$ cat src/rtl/fpc_pkg.sv
package fpc_pkg;

  typedef enum logic [1:0] {
    OP_LOAD     = 2'd0,
    OP_LOAD_SIG = 2'd1,
    OP_SET_RM   = 2'd2,
    OP_NONE     = 2'd3
  } fpc_op_e;

  typedef enum logic [2:0] {
    RM_NEAR_EVEN = 3'd0,
    RM_ZERO      = 3'd1,
    RM_POS_INF   = 3'd2,
    RM_NEG_INF   = 3'd3,
    RM_ODD       = 3'd4
  } rnd_e;

  // Rounding codes 4..6 have no meaning.
  function automatic logic rm_code_legal(input logic [2:0] c);
    return !((c == 3'd4) || (c == 3'd5) || (c == 3'd6));
  endfunction

endpackage

$ cat src/rtl/fpc_check.sv
module fpc_check
  import fpc_pkg::*;
#(
  parameter int          W        = 32,
  parameter logic [31:0] RESV     = 32'h0303_0088,
  parameter int          FLAG_LSB = 16,
  parameter int          FLAG_W   = 8,
  parameter int          RM_W     = 3,
  parameter int          EXT_BIT  = 2
) (
  input  logic [1:0]   op,
  input  logic [W-1:0] data,
  input  logic         ext_en,
  input  logic [W-1:0] old_reg,
  output logic         bad,
  output logic [W-1:0] new_val
);
  localparam logic [W-1:0] FLAG_MASK =
    {{(W-FLAG_W){1'b0}}, {FLAG_W{1'b1}}} << FLAG_LSB;
  localparam logic [W-1:0] RESV_W = RESV[W-1:0];

  logic full_bad;
  logic rm_bad;

  always_comb begin
    full_bad = !rm_code_legal(data[RM_W-1:0])
             || ((data & RESV_W) != '0)
             || (!ext_en && data[EXT_BIT]);
    rm_bad   = (data[W-1:RM_W] != '0) || !rm_code_legal(data[RM_W-1:0]);
    bad      = 1'b0;
    new_val  = old_reg;
    case (fpc_op_e'(op))
      OP_LOAD: begin
        bad     = full_bad;
        new_val = data;
      end
      OP_LOAD_SIG: begin
        bad     = full_bad;
        new_val = data | (old_reg & FLAG_MASK);
      end
      OP_SET_RM: begin
        bad     = rm_bad;
        new_val = {old_reg[W-1:RM_W], data[RM_W-1:0]};
      end
      default: begin
        bad     = 1'b0;
        new_val = old_reg;
      end
    endcase
  end
endmodule

$ cat src/rtl/fpc_trap_sel.sv
module fpc_trap_sel #(
  parameter int         FW       = 8,
  parameter logic [7:0] CODE_LOW = 8'h03
) (
  input  logic [FW-1:0] old_flags,
  input  logic [FW-1:0] new_mask,
  output logic          hit,
  output logic [7:0]    code
);
  localparam int B_INV = 7;
  localparam int B_DVZ = 6;
  localparam int B_OVF = 5;
  localparam int B_UNF = 4;
  localparam int B_INX = 3;
  localparam int B_QNT = 2;

  logic [FW-1:0] trap;
  logic [7:0]    sel;

  always_comb begin
    trap = old_flags & new_mask;
    hit  = (trap != '0);
    sel  = 8'h00;
    if (trap[B_INV])      sel[B_INV] = 1'b1;
    else if (trap[B_DVZ]) sel[B_DVZ] = 1'b1;
    else if (trap[B_OVF]) begin
      sel[B_OVF] = 1'b1;
      sel[B_INX] = trap[B_INX];
    end
    else if (trap[B_UNF]) begin
      sel[B_UNF] = 1'b1;
      sel[B_INX] = trap[B_INX];
    end
    else if (trap[B_INX]) sel[B_INX] = 1'b1;
    else if (trap[B_QNT]) sel[B_QNT] = 1'b1;
    code = sel | CODE_LOW;
  end
endmodule

$ cat src/rtl/fpc_rm_decode.sv
module fpc_rm_decode
  import fpc_pkg::*;
(
  input  logic [2:0] code,
  output logic [2:0] rm
);
  rnd_e m;
  always_comb begin
    case (code)
      3'd0:    m = RM_NEAR_EVEN;
      3'd1:    m = RM_ZERO;
      3'd2:    m = RM_POS_INF;
      3'd3:    m = RM_NEG_INF;
      3'd7:    m = RM_ODD;
      default: m = RM_NEAR_EVEN;
    endcase
    rm = m;
  end
endmodule

$ cat src/rtl/fpc_write_unit.sv
module fpc_write_unit
  import fpc_pkg::*;
#(
  parameter int          W        = 32,
  parameter logic [31:0] RESV     = 32'h0303_0088,
  parameter int          FLAG_LSB = 16,
  parameter int          MASK_LSB = 24,
  parameter int          FLAG_W   = 8
) (
  input  logic         clk,
  input  logic         rst_n,
  input  logic         cmd_valid,
  output logic         cmd_ready,
  input  logic [1:0]   cmd_op,
  input  logic [W-1:0] cmd_data,
  input  logic         ext_fp_en,
  output logic [W-1:0] ctrl_reg,
  output logic [2:0]   rnd_mode,
  output logic         spec_exc,
  output logic         data_exc,
  output logic [7:0]   data_exc_code
);
  logic         bad;
  logic [W-1:0] new_val;
  logic         hit;
  logic [7:0]   tcode;
  logic         take;

  fpc_check #(
    .W(W), .RESV(RESV), .FLAG_LSB(FLAG_LSB), .FLAG_W(FLAG_W),
    .RM_W(3), .EXT_BIT(2)
  ) u_check (
    .op(cmd_op), .data(cmd_data), .ext_en(ext_fp_en),
    .old_reg(ctrl_reg), .bad(bad), .new_val(new_val)
  );

  fpc_trap_sel #(.FW(FLAG_W), .CODE_LOW(8'h03)) u_trap (
    .old_flags(ctrl_reg[FLAG_LSB +: FLAG_W]),
    .new_mask (cmd_data[MASK_LSB +: FLAG_W]),
    .hit(hit), .code(tcode)
  );

  fpc_rm_decode u_rm (.code(ctrl_reg[2:0]), .rm(rnd_mode));

  assign take = cmd_valid && cmd_ready && (fpc_op_e'(cmd_op) != OP_NONE);

  always_ff @(posedge clk) begin
    if (!rst_n) begin
      ctrl_reg      <= '0;
      cmd_ready     <= 1'b0;
      spec_exc      <= 1'b0;
      data_exc      <= 1'b0;
      data_exc_code <= 8'h00;
    end else begin
      cmd_ready     <= 1'b1;
      spec_exc      <= 1'b0;
      data_exc      <= 1'b0;
      data_exc_code <= 8'h00;
      if (take) begin
        if (bad) begin
          spec_exc <= 1'b1;
        end else begin
          ctrl_reg <= new_val;
          if ((fpc_op_e'(cmd_op) == OP_LOAD_SIG) && hit) begin
            data_exc      <= 1'b1;
            data_exc_code <= tcode;
          end
        end
      end
    end
  end
endmodule

$ cat config.mk
export PLATFORM = sky130hd
export DESIGN_NAME = fpc_write_unit
export DESIGN_NICKNAME = d
export VERILOG_FILES = /design/src/rtl/fpc_pkg.sv /design/src/rtl/fpc_check.sv /design/src/rtl/fpc_trap_sel.sv /design/src/rtl/fpc_rm_decode.sv /design/src/rtl/fpc_write_unit.sv
export SDC_FILE = /design/constraint.sdc
export NUM_CORES = 1
export LEC_CHECK = 0
export BUFFER_PORTS_ARGS = -buffer_cell sky130_fd_sc_hd__buf_2
export CAP_MARGIN = 20
export CORE_UTILIZATION = 44
export CTS_CLUSTER_DIAMETER = 80
export DETAILED_ROUTE_END_ITERATION = 10
export GPL_TIMING_DRIVEN = 0
export MAX_ROUTING_LAYER = met4
export PLACE_DENSITY = 0.78
export RECOVER_POWER = 25
export SLEW_MARGIN = 30
export SYNTH_ARGS = -nofsm -noshare
export SYNTH_HDL_FRONTEND = slang
export SYNTH_SLANG_ARGS = --single-unit
$ cat constraint.sdc
create_clock -name clk -period 3.54 [get_ports clk]
set_input_delay 0.708 -clock clk [delete_from_list [all_inputs] [get_ports clk]]
set_output_delay 0.708 -clock clk [all_outputs]
set_load 0.02 [all_outputs]
==> impl_metrics.csv, run 1 <==
group,metric,value,unit
clocking,cts_tree,"yes",
cells_and_area,fin_cells,319,
power_and_ir_drop,irDropWorstVdd,0.230,mV
setup_path,crit_path_max_incr_delay,600,ps
synth,ys_ff_latch,41,
floorplanning,die_h,62.3,um
cells_and_area,area_delta_synth_final,31.1,%
setup_path,cp_slowest_cell,"or4_4",
synth,netlist_instances,182,
sta,max_freq,384,MHz
sta,max_slew_margin,69.5,%
sta,max_slew.worst_pin.slew,457,ps
clocking,clock_latency,350,ps
detailed_routing,via_count,1585,
floorplanning,die_area,3880,um2
global_routing,grt_max_degree,13,
min_path,hold_path_depth,2,
synth,synth-compound-area-share,12.3,%
floorplanning,initial_utilization,46.8,%
power_and_ir_drop,powerDensity,352,nW/um2
synth,synth_seq_area_share,51.3,%
cells_and_area,drive_above_1_share,28.9,%
cells_and_area,seqCellArea,821,um2
synth,ys_types,30,
detailed_routing,wl_per_cell,12.6,um
clocking,clock_sinks,41,
floorplanning,io_pins,84,
setup_path,cp.depth,6,
synth,synth_warnings,0,
setup_path,cp_cell_sequence,"buf_2 -> or4_1 -> a2111o_1 -> or4_4 -> nor2_4 -> and3b_1",
sta,rsz0062_at_grt,"no",
detailed_routing,viasPerCell,4.97,
sta,hold_viol_final,0,
placement,place_inst,311,
cells_and_area,largest_reg_flops,32,
setup_path,r2r-end,"data_exc_code[4]",
global_routing,grt_overflow,0,
detailed_routing,final_antenna_net_count,0,
synth,ys_top_cells_by_area,"dfxtp_1 (51%), nand2_1 (14%), a21boi_0 (7.5%)",
sta,hold_ws,464,ps
setup_path,r2r_start,"cmd_ready",
clocking,htree_num_levels,2,
global_routing,grt_usage,23.2,%
sta,timing.final.crit_share,73.6,%
setup_path,worstPathArrival,2860,ps
placement,place_hpwl,3050,um
floorplanning,die_width,62.3,um
setup_path,r2r_setup_slack,1770,ps
synth,synthAdderAreaFrac,0,%
synth,synth.top_cell.area_share,51.3,%
setup_path,cp_top_family,"simple AND/OR/NAND/NOR gates",
floorplanning,fp.coreArea,3420,um2
synth,synth_top_family_by_area,"simple AND/OR/NAND/NOR gates",
detailed_routing,drc,0,
synth,syn-cell-area,1600,um2
cells_and_area,multi_input_area,723,um2
clocking,path_clk_slew,120,ps
detailed_routing,drtPass1Iterations,4,
global_routing,grt_pass1_wl,6760,um
min_path,worstHoldPathType,"register to register",
sta,drv_slew,0,
synth,synth-simple-area-share,31.0,%
cells_and_area,fill_cells,361,
setup_path,crit_required,3800,ps
cells_and_area,antennaDiodeCount,0,
placement,io_buffers,83,
clocking,cts_buffers,5,
sta,clock_skew,1.97,ps
clocking,clockRootBuffer,"clkbuf_4",
clocking,clockBufferDepth,2,
power_and_ir_drop,p_leak,0.000923,uW
floorplanning,rows,21,
cells_and_area,nets,310,
min_path,hold_start,"ctrl_reg[14]",
clocking,post_cts_resized,0,
synth,syn_nets,220,
detailed_routing,drt_iter0_markers,63,
sta,period_needed,2610,ps
job,cap_violations,0,
synth,synth.largest_area_cell,"dfxtp_1",
global_routing,antenna_found_initial,0,
setup_path,reg2reg_depth,5,
sta,fin_setup_tns,0,ps
setup_path,crit_path_start_kind,"primary input",
setup_path,cp_max_fo,8,
synth,synth_xor_area_share,0,%
synth,synth.area.mux_share,1.88,%
setup_path,cp.buffers_inverters,1,
global_routing,grt_pass1_vias,1431,
min_path,min_to,"ctrl_reg[14]",
sta,final-setup-viol-count,0,
synth,postSynthAreaPerCell,8.79,um2
clocking,postCtsSetupRepairBufs,0,
setup_path,end_kind,"register",
setup_path,crit_type,"primary input to register",
status,status,"finished, final reports clean",
detailed_routing,totalWireLength,4010,um
placement,gp_congestion,0.830,
clocking,cts_hold_buf,0,
[through the flow]
step                      total power (uW)  area (um2)  setup slack (ps)  utilization [%]
after global routing                   773        2100               844             61.4
after CTS                              745        2120               948             62.2
after global placement                 523        2070               567             60.7
after detailed placement               524        2070               567             60.7
after floorplan                        489        1600               851                -
final                                  738        2100               935             61.4
[worst min-delay path, stage by stage (launching register included)]
cell and delay [ps]:
dfxtp_1 330, nand2_1 50, a21boi_1 50
[metal layers]
metal | part of all wire, % | track usage, % | vias up
met5 | 0 | - | -
met4 | 1.4 | 7.85 | 0
met3 | 6.2 | 6.62 | 6
met2 | 46 | 36.0 | 59
met1 | 46 | 28.9 | 718
li1 | - | - | 802
[cell families after synthesis]
family | after synthesis
AO/OA/AOI/OAI | 28
buffers and inverters | 10
flip-flops | 41
multiplexers | 3
AND/OR/NAND/NOR | 100
[synth_stat cells]
cell and count:
dfxtp_1 41, and3_1 6, or2_1 1, nor2_4 1, or3_1 1, or3_4 1, buf_6 1, a21boi_1 1
a22oi_1 1, nand3_1 7, nor4_4 1, clkbuf_1 4, nand2_1 58, mux2i_1 3, or4_1 1, nor3b_1 3
nor2_1 4, nor4_1 5, buf_4 2, buf_2 3, a21oi_1 1, nor2b_1 3, nor3_1 4, o311a_1 1
a2111o_1 1, nand4_1 1, or4_4 1, a21boi_0 16, and3b_1 2, o21ai_0 7
[cell usage in the layout (no fill, tap or decap), types with 2 or more instances in the layout]
cell	n
clkinv_2	2
nor2b_1	3
nor3b_1	3
o21ai_0	7
nand2_1	58
mux2i_1	3
dfxtp_1	41
buf_4	2
nand3_1	7
and3_1	6
buf_2	65
nor4_1	5
clkbuf_4	5
and3b_1	2
nor3_1	4
clkbuf_1	26
nor2_1	4
a21boi_0	16
[area by class of cell]
class                      count  area share [%]
sequential                    41            39.1
multi-input combinational    131            34.5
timing repair buffer          83            18.5
tap                           46            2.74
buffer                        10            2.68
clock buffer                   6            1.97
clock inverter                 2           0.477
[worst max-delay path by stage]
stage | start | to
floorplan | cmd_data[24] | ctrl_reg[27]
global route | cmd_data[24] | ctrl_reg[12]
global placement | cmd_data[24] | ctrl_reg[17]
finish | cmd_data[24] | ctrl_reg[17]
detailed placement | cmd_data[24] | ctrl_reg[6]
CTS | cmd_data[24] | ctrl_reg[17]
[report_power, final]
| group | switching [uW] | internal, uW |
|---|---|---|
| Sequential | 0.525 | 462 |
| Clock | 149 | 75.8 |
| Combinational | 28.3 | 22.1 |
| Total | 178 | 560 |
Power figures use the tool's default switching activity.
==> run 2: changes to the inputs <==
--- a/config.mk
+++ b/config.mk
@@ -5,9 +5,10 @@
 export SDC_FILE = /design/constraint.sdc
 export NUM_CORES = 1
 export LEC_CHECK = 0
+export ABC_AREA = 1
 export BUFFER_PORTS_ARGS = -buffer_cell sky130_fd_sc_hd__buf_2
 export CAP_MARGIN = 20
-export CORE_UTILIZATION = 44
+export CORE_UTILIZATION = 45
 export CTS_CLUSTER_DIAMETER = 80
 export DETAILED_ROUTE_END_ITERATION = 10
 export GPL_TIMING_DRIVEN = 0
==> constraint.sdc (replaced) <==
create_clock -name clk -period 2.4 [get_ports clk]
set_input_delay 0.48 -clock clk [delete_from_list [all_inputs] [get_ports clk]]
set_output_delay 0.48 -clock clk [all_outputs]
set_load 0.02 [all_outputs]
==> impl_metrics.csv, run 2 <==
group,metric,value,unit
floorplanning,die_width,63.9,um
synth,postSynthAreaPerCell,7.56,um2
sta,final-setup-viol-count,0,
placement,place_hpwl,3240,um
synth,async_reset_ff_share,0,%
detailed_routing,viasPerCell,4.77,
power_and_ir_drop,p_int,925,uW
cells_and_area,drive_above_1_share,30.1,%
clocking,cts_buffers,5,
detailed_routing,wl_met2,1930,um
job,cap_violations,0,
detailed_routing,drc,0,
floorplanning,initial_utilization,47.1,%
synth,yosys-top-cells-count,"nand2_1 (42), dfxtp_1 (41), inv_1 (31)",
global_routing,grt_pass1_wl,6800,um
synth,syn-cell-area,1720,um2
cells_and_area,fin_cells,367,
clocking,clockRootBuffer,"clkbuf_8",
detailed_routing,drt-met1-wl,1800,um
power_and_ir_drop,p_leak,0.00115,uW
detailed_routing,top_layer,"met4",
synth,synth_warnings,0,
cells_and_area,layout_common_cells,"buf_2 (64), nand2_1 (42), dfxtp_1 (41)",
global_routing,antenna_found_initial,0,
power_and_ir_drop,pwr-share-seq,56.2,%
power_and_ir_drop,powerDensity,541,nW/um2
synth,ys_ff_latch,41,
synth,syn_nets,266,
clocking,post_cts_resized,0,
setup_path,end_kind,"primary output",
floorplanning,die_h,63.9,um
setup_path,worstPathArrival,1070,ps
sta,timing.final.crit_share,64.7,%
clocking,clockBufferDepth,2,
clocking,clock_sinks,41,
sta,fin_setup_tns,0,ps
setup_path,crit_path_start_kind,"register",
cells_and_area,fill_cells,364,
synth,synth_edf_count,0,
power_and_ir_drop,irDropWorstVdd,0.289,mV
sta,max_slew.worst_pin.slew,365,ps
cells_and_area,final_common_cell,"buf_2",
sta,drv_slew,0,
cells_and_area,nets,356,
floorplanning,rows,22,
synth,ys_top_cells_by_area,"dfxtp_1 (48%), nand2_1 (9.2%), inv_1 (6.8%)",
sta,max_freq,644,MHz
synth,ys_types,27,
clocking,cts_tree,"yes",
detailed_routing,drt_iter0_markers,92,
setup_path,crit_type,"register to primary output",
placement,pre_cts_slack,675,ps
synth,synth_flop_cell,"dfxtp_1",
detailed_routing,drtPass1Iterations,4,
synth,synth.largest_area_cell,"dfxtp_1",
power_and_ir_drop,net-switching-power,294,uW
setup_path,cp_max_fo,4,
power_and_ir_drop,p_comb_share,8.6,%
synth,netlist_instances,228,
global_routing,grt_max_degree,13,
placement,io_buffers,83,
detailed_routing,totalWireLength,4100,um
cells_and_area,antennaDiodeCount,0,
clocking,htree_num_levels,2,
sta,fin_ws,847,ps
synth,synth.top_cell.area_share,47.6,%
floorplanning,io_pins,84,
detailed_routing,via_count,1752,
placement,gp_congestion,0.841,
detailed_routing,final_antenna_net_count,0,
floorplanning,fp.coreArea,3660,um2
sta,rsz0062_at_grt,"no",
clocking,path_clk_slew,80,ps
min_path,worstHoldPathType,"primary input to register",
power_and_ir_drop,finalPower,1220,uW
clocking,cts_hold_buf,0,
floorplanning,die_area,4080,um2
cells_and_area,area_delta_synth_final,30.9,%
sta,clock_skew,4.57,ps
sta,hold_ws,337,ps
global_routing,grt_usage,21.9,%
power_and_ir_drop,pwr-share-clk,35.1,%
global_routing,grt_pass1_vias,1554,
sta,hold_viol_final,0,
detailed_routing,dr_wl_met3,335,um
status,status,"finished, final reports clean",
cells_and_area,largest_reg_flops,32,
synth,synth_seq_area_share,47.6,%
sta,max_slew_margin,75.7,%
placement,place_inst,359,
global_routing,grt_overflow,0,
synth,yosysMostFrequentCell,"nand2_1",
sta,period_needed,1550,ps
clocking,postCtsSetupRepairBufs,0,
power_and_ir_drop,p_sw_share,24.1,%
clocking,clock_latency,290,ps
setup_path,crit_required,1920,ps
detailed_routing,wl_per_cell,11.2,um
run 2: path summary, 6_finish.rpt:
path	end	cells after the start	start	slack, ps
setup / recovery	rnd_mode[2]	3	ctrl_reg[2]	850
hold / removal	cmd_ready	1	rst_n	340
setup reg to reg	ctrl_reg[22]	6	cmd_ready	1110
hold reg to reg	ctrl_reg[25]	2	ctrl_reg[25]	460
run 2: metal layers:
metal	vias up	global-route usage, %
li1	896	-
met1	773	27.3
met2	77	36.2
met3	6	4.46
met4	0	5.11
met5	-	-
run 2: power by group through the flow:
stage	clock (uW)	sequential, uW	combinational (uW)
after floorplan	0	706	47.7
after global placement	0	701	105
after detailed placement	0	701	106
after CTS	434	685	106
after global routing	478	686	117
final	428	685	105
run 2: through the flow:
stage | util [%] | area (um2)
2_1_floorplan | - | 1720
3_3_place_gp | 60.0 | 2200
3_5_place_dp | 60.0 | 2200
4_1_cts | 62.3 | 2280
5_1_grt | 61.6 | 2250
6_report | 61.6 | 2250
run 2: final cells by class:
cell class                 count  area, um2  area share [%]
timing repair buffer          83        389            17.3
inverter                      37        140            6.22
buffer                         9       52.6            2.33
clock inverter                 2       10.0           0.444
sequential                    41        821            36.4
clock buffer                   6       72.6            3.22
tap                           48       60.1            2.66
multi-input combinational    141        709            31.5
run 2: cells by family (layout without fill, tap and decap cells):
kind of cell	Yosys count	count (layout)	share of synthesized area [%]
simple gates	101	101	29.0
buf+inv	46	137	11.2
flops	41	41	47.6
compound gates	40	40	12.2
run 2: critical path, cell delays in order, from the launching register on:
cell and delay [ps]:
dfxtp_1 370, inv_1 70, nor3_1 170, buf_2 190
==> run 3: changes to the inputs <==
==> constraint.sdc (replaced) <==
create_clock -name clk -period 1.43 [get_ports clk]
set_input_delay 0.286 -clock clk [delete_from_list [all_inputs] [get_ports clk]]
set_output_delay 0.286 -clock clk [all_outputs]
set_load 0.02 [all_outputs]
==> impl_metrics.csv, run 3 (synthesis gave the netlist of run 2 again) <==
group,metric,value,unit
status,status,"finished, final reports clean",
setup_path,worstPathArrival,1040,ps
cells_and_area,area_delta_synth_final,30.9,%
power_and_ir_drop,p_comb_share,8.6,%
detailed_routing,via_count,1750,
sta,drv_slew,0,
cells_and_area,largest_reg_flops,32,
clocking,cts_hold_buf,0,
clocking,postCtsSetupRepairBufs,0,
placement,place_inst,359,
sta,rsz0062_at_grt,"no",
global_routing,antenna_found_initial,0,
sta,max_freq,757,MHz
setup_path,cp_slowest_cell,"dfxtp_2",
placement,gp_congestion,0.841,
detailed_routing,drc,0,
sta,timing.final.crit_share,92.4,%
clocking,cts_buffers,5,
floorplanning,die_h,63.9,um
clocking,cts_tree,"yes",
setup_path,cp_top_family,"flip-flops",
sta,max_slew.worst_pin.slew,365,ps
power_and_ir_drop,pwr-share-seq,56.2,%
sta,fin_ws,108,ps
detailed_routing,drtPass1Iterations,4,
setup_path,crit_path_start_kind,"register",
clocking,clock_sinks,41,
placement,place_hpwl,3240,um
floorplanning,die_area,4080,um2
detailed_routing,drt_iter0_markers,91,
sta,max_slew_margin,75.7,%
cells_and_area,fin_cells,367,
global_routing,grt_usage,21.9,%
power_and_ir_drop,finalPower,2050,uW
power_and_ir_drop,net-switching-power,492,uW
cells_and_area,antennaDiodeCount,0,
placement,io_buffers,83,
cells_and_area,final_common_cell,"buf_2",
power_and_ir_drop,p_sw_share,24.1,%
setup_path,cp_max_fo,4,
detailed_routing,final_antenna_net_count,0,
placement,pre_cts_slack,-101,ps
setup_path,cp.buffers_inverters,2,
floorplanning,fp.coreArea,3660,um2
floorplanning,die_width,63.9,um
global_routing,grt_max_degree,13,
power_and_ir_drop,p_int,1550,uW
detailed_routing,totalWireLength,4100,um
setup_path,crit_path_max_incr_delay,350,ps
clocking,clockBufferDepth,2,
clocking,clock_latency,290,ps
clocking,clockRootBuffer,"clkbuf_8",
sta,fin_setup_tns,0,ps
power_and_ir_drop,powerDensity,907,nW/um2
global_routing,grt_overflow,0,
global_routing,grt_pass1_vias,1554,
detailed_routing,viasPerCell,4.77,
setup_path,cp_cell_sequence,"inv_1 -> nor3_1 -> buf_2",
cells_and_area,drive_above_1_share,30.4,%
detailed_routing,wl_per_cell,11.2,um
clocking,path_clk_slew,80,ps
clocking,htree_num_levels,2,
job,cap_violations,0,
setup_path,end_kind,"primary output",
setup_path,crit_required,1140,ps
floorplanning,rows,22,
min_path,worstHoldPathType,"primary input to register",
sta,final-setup-viol-count,0,
clocking,post_cts_resized,0,
sta,period_needed,1320,ps
cells_and_area,layout_common_cells,"buf_2 (64), nand2_1 (42), dfxtp_1 (40)",
power_and_ir_drop,irDropWorstVdd,0.484,mV
global_routing,grt_pass1_wl,6800,um
sta,hold_viol_final,0,
setup_path,crit_type,"register to primary output",
cells_and_area,nets,356,
sta,clock_skew,4.56,ps
power_and_ir_drop,p_leak,0.00115,uW
floorplanning,io_pins,84,
floorplanning,initial_utilization,47.1,%
power_and_ir_drop,pwr-share-clk,35.1,%
==> run 3: cell counts in the layout (fill, tap and decap cells not counted) <==
Identical to the previous run, type by type.
==> run 3: through the flow <==
stage | instance area (um2) | util, % | hold slack (ps)
after floorplan | 1720 | - | 314
after global placement | 2200 | 60.0 | 426
after detailed placement | 2200 | 60.0 | 420
after CTS | 2280 | 62.3 | 122
after global routing | 2260 | 61.6 | 138
final | 2260 | 61.6 | 143
==> run 3: worst register-to-register path: stages (launching register included) <==
cell and delay [ps]:
dfxtp_1 340, nand3_2 130, nor3_4 210, buf_4 210, nand2_2 130, nand2_1 90, a21oi_1 60
==> run 3: routing by layer <==
layer	routed length, um	GRT usage, %	part of all wire [%]
met4	34	5.11	0.83
met1	1820	27.3	44
met3	318	4.46	7.8
met2	1930	36.2	47
met5	0	-	0
==> run 3: worst paths after layout <==
check | start | end | slack (ps) | depth (start not counted)
hold reg to reg | ctrl_reg[25] | ctrl_reg[25] | 460 | 2
setup / recovery | ctrl_reg[2] | rnd_mode[2] | 110 | 3
hold / removal | rst_n | cmd_ready | 140 | 1
setup reg to reg | cmd_ready | ctrl_reg[22] | 140 | 6
==> run 3: power groups by stage <==
stage	sequential [uW]	combinational, uW	clock [uW]
after detailed placement	1180	178	0
after CTS	1150	178	729
final	1150	177	719
after global routing	1150	196	803
after floorplan	1190	80.1	0
after global placement	1180	176	0
==> run 3: area by class of cell <==
| cell class | count | area [um2] |
|---|---|---|
| clock inverters | 2 | 10.0 |
| flip-flops and latches | 41 | 822 |
| well taps | 48 | 60.1 |
| clock buffers | 6 | 72.6 |
| plain buffers | 9 | 52.6 |
| repair buffers | 83 | 389 |
| multi-input cells | 141 | 709 |
| fillers | 363 | 1410 |
| inverters | 37 | 140 |
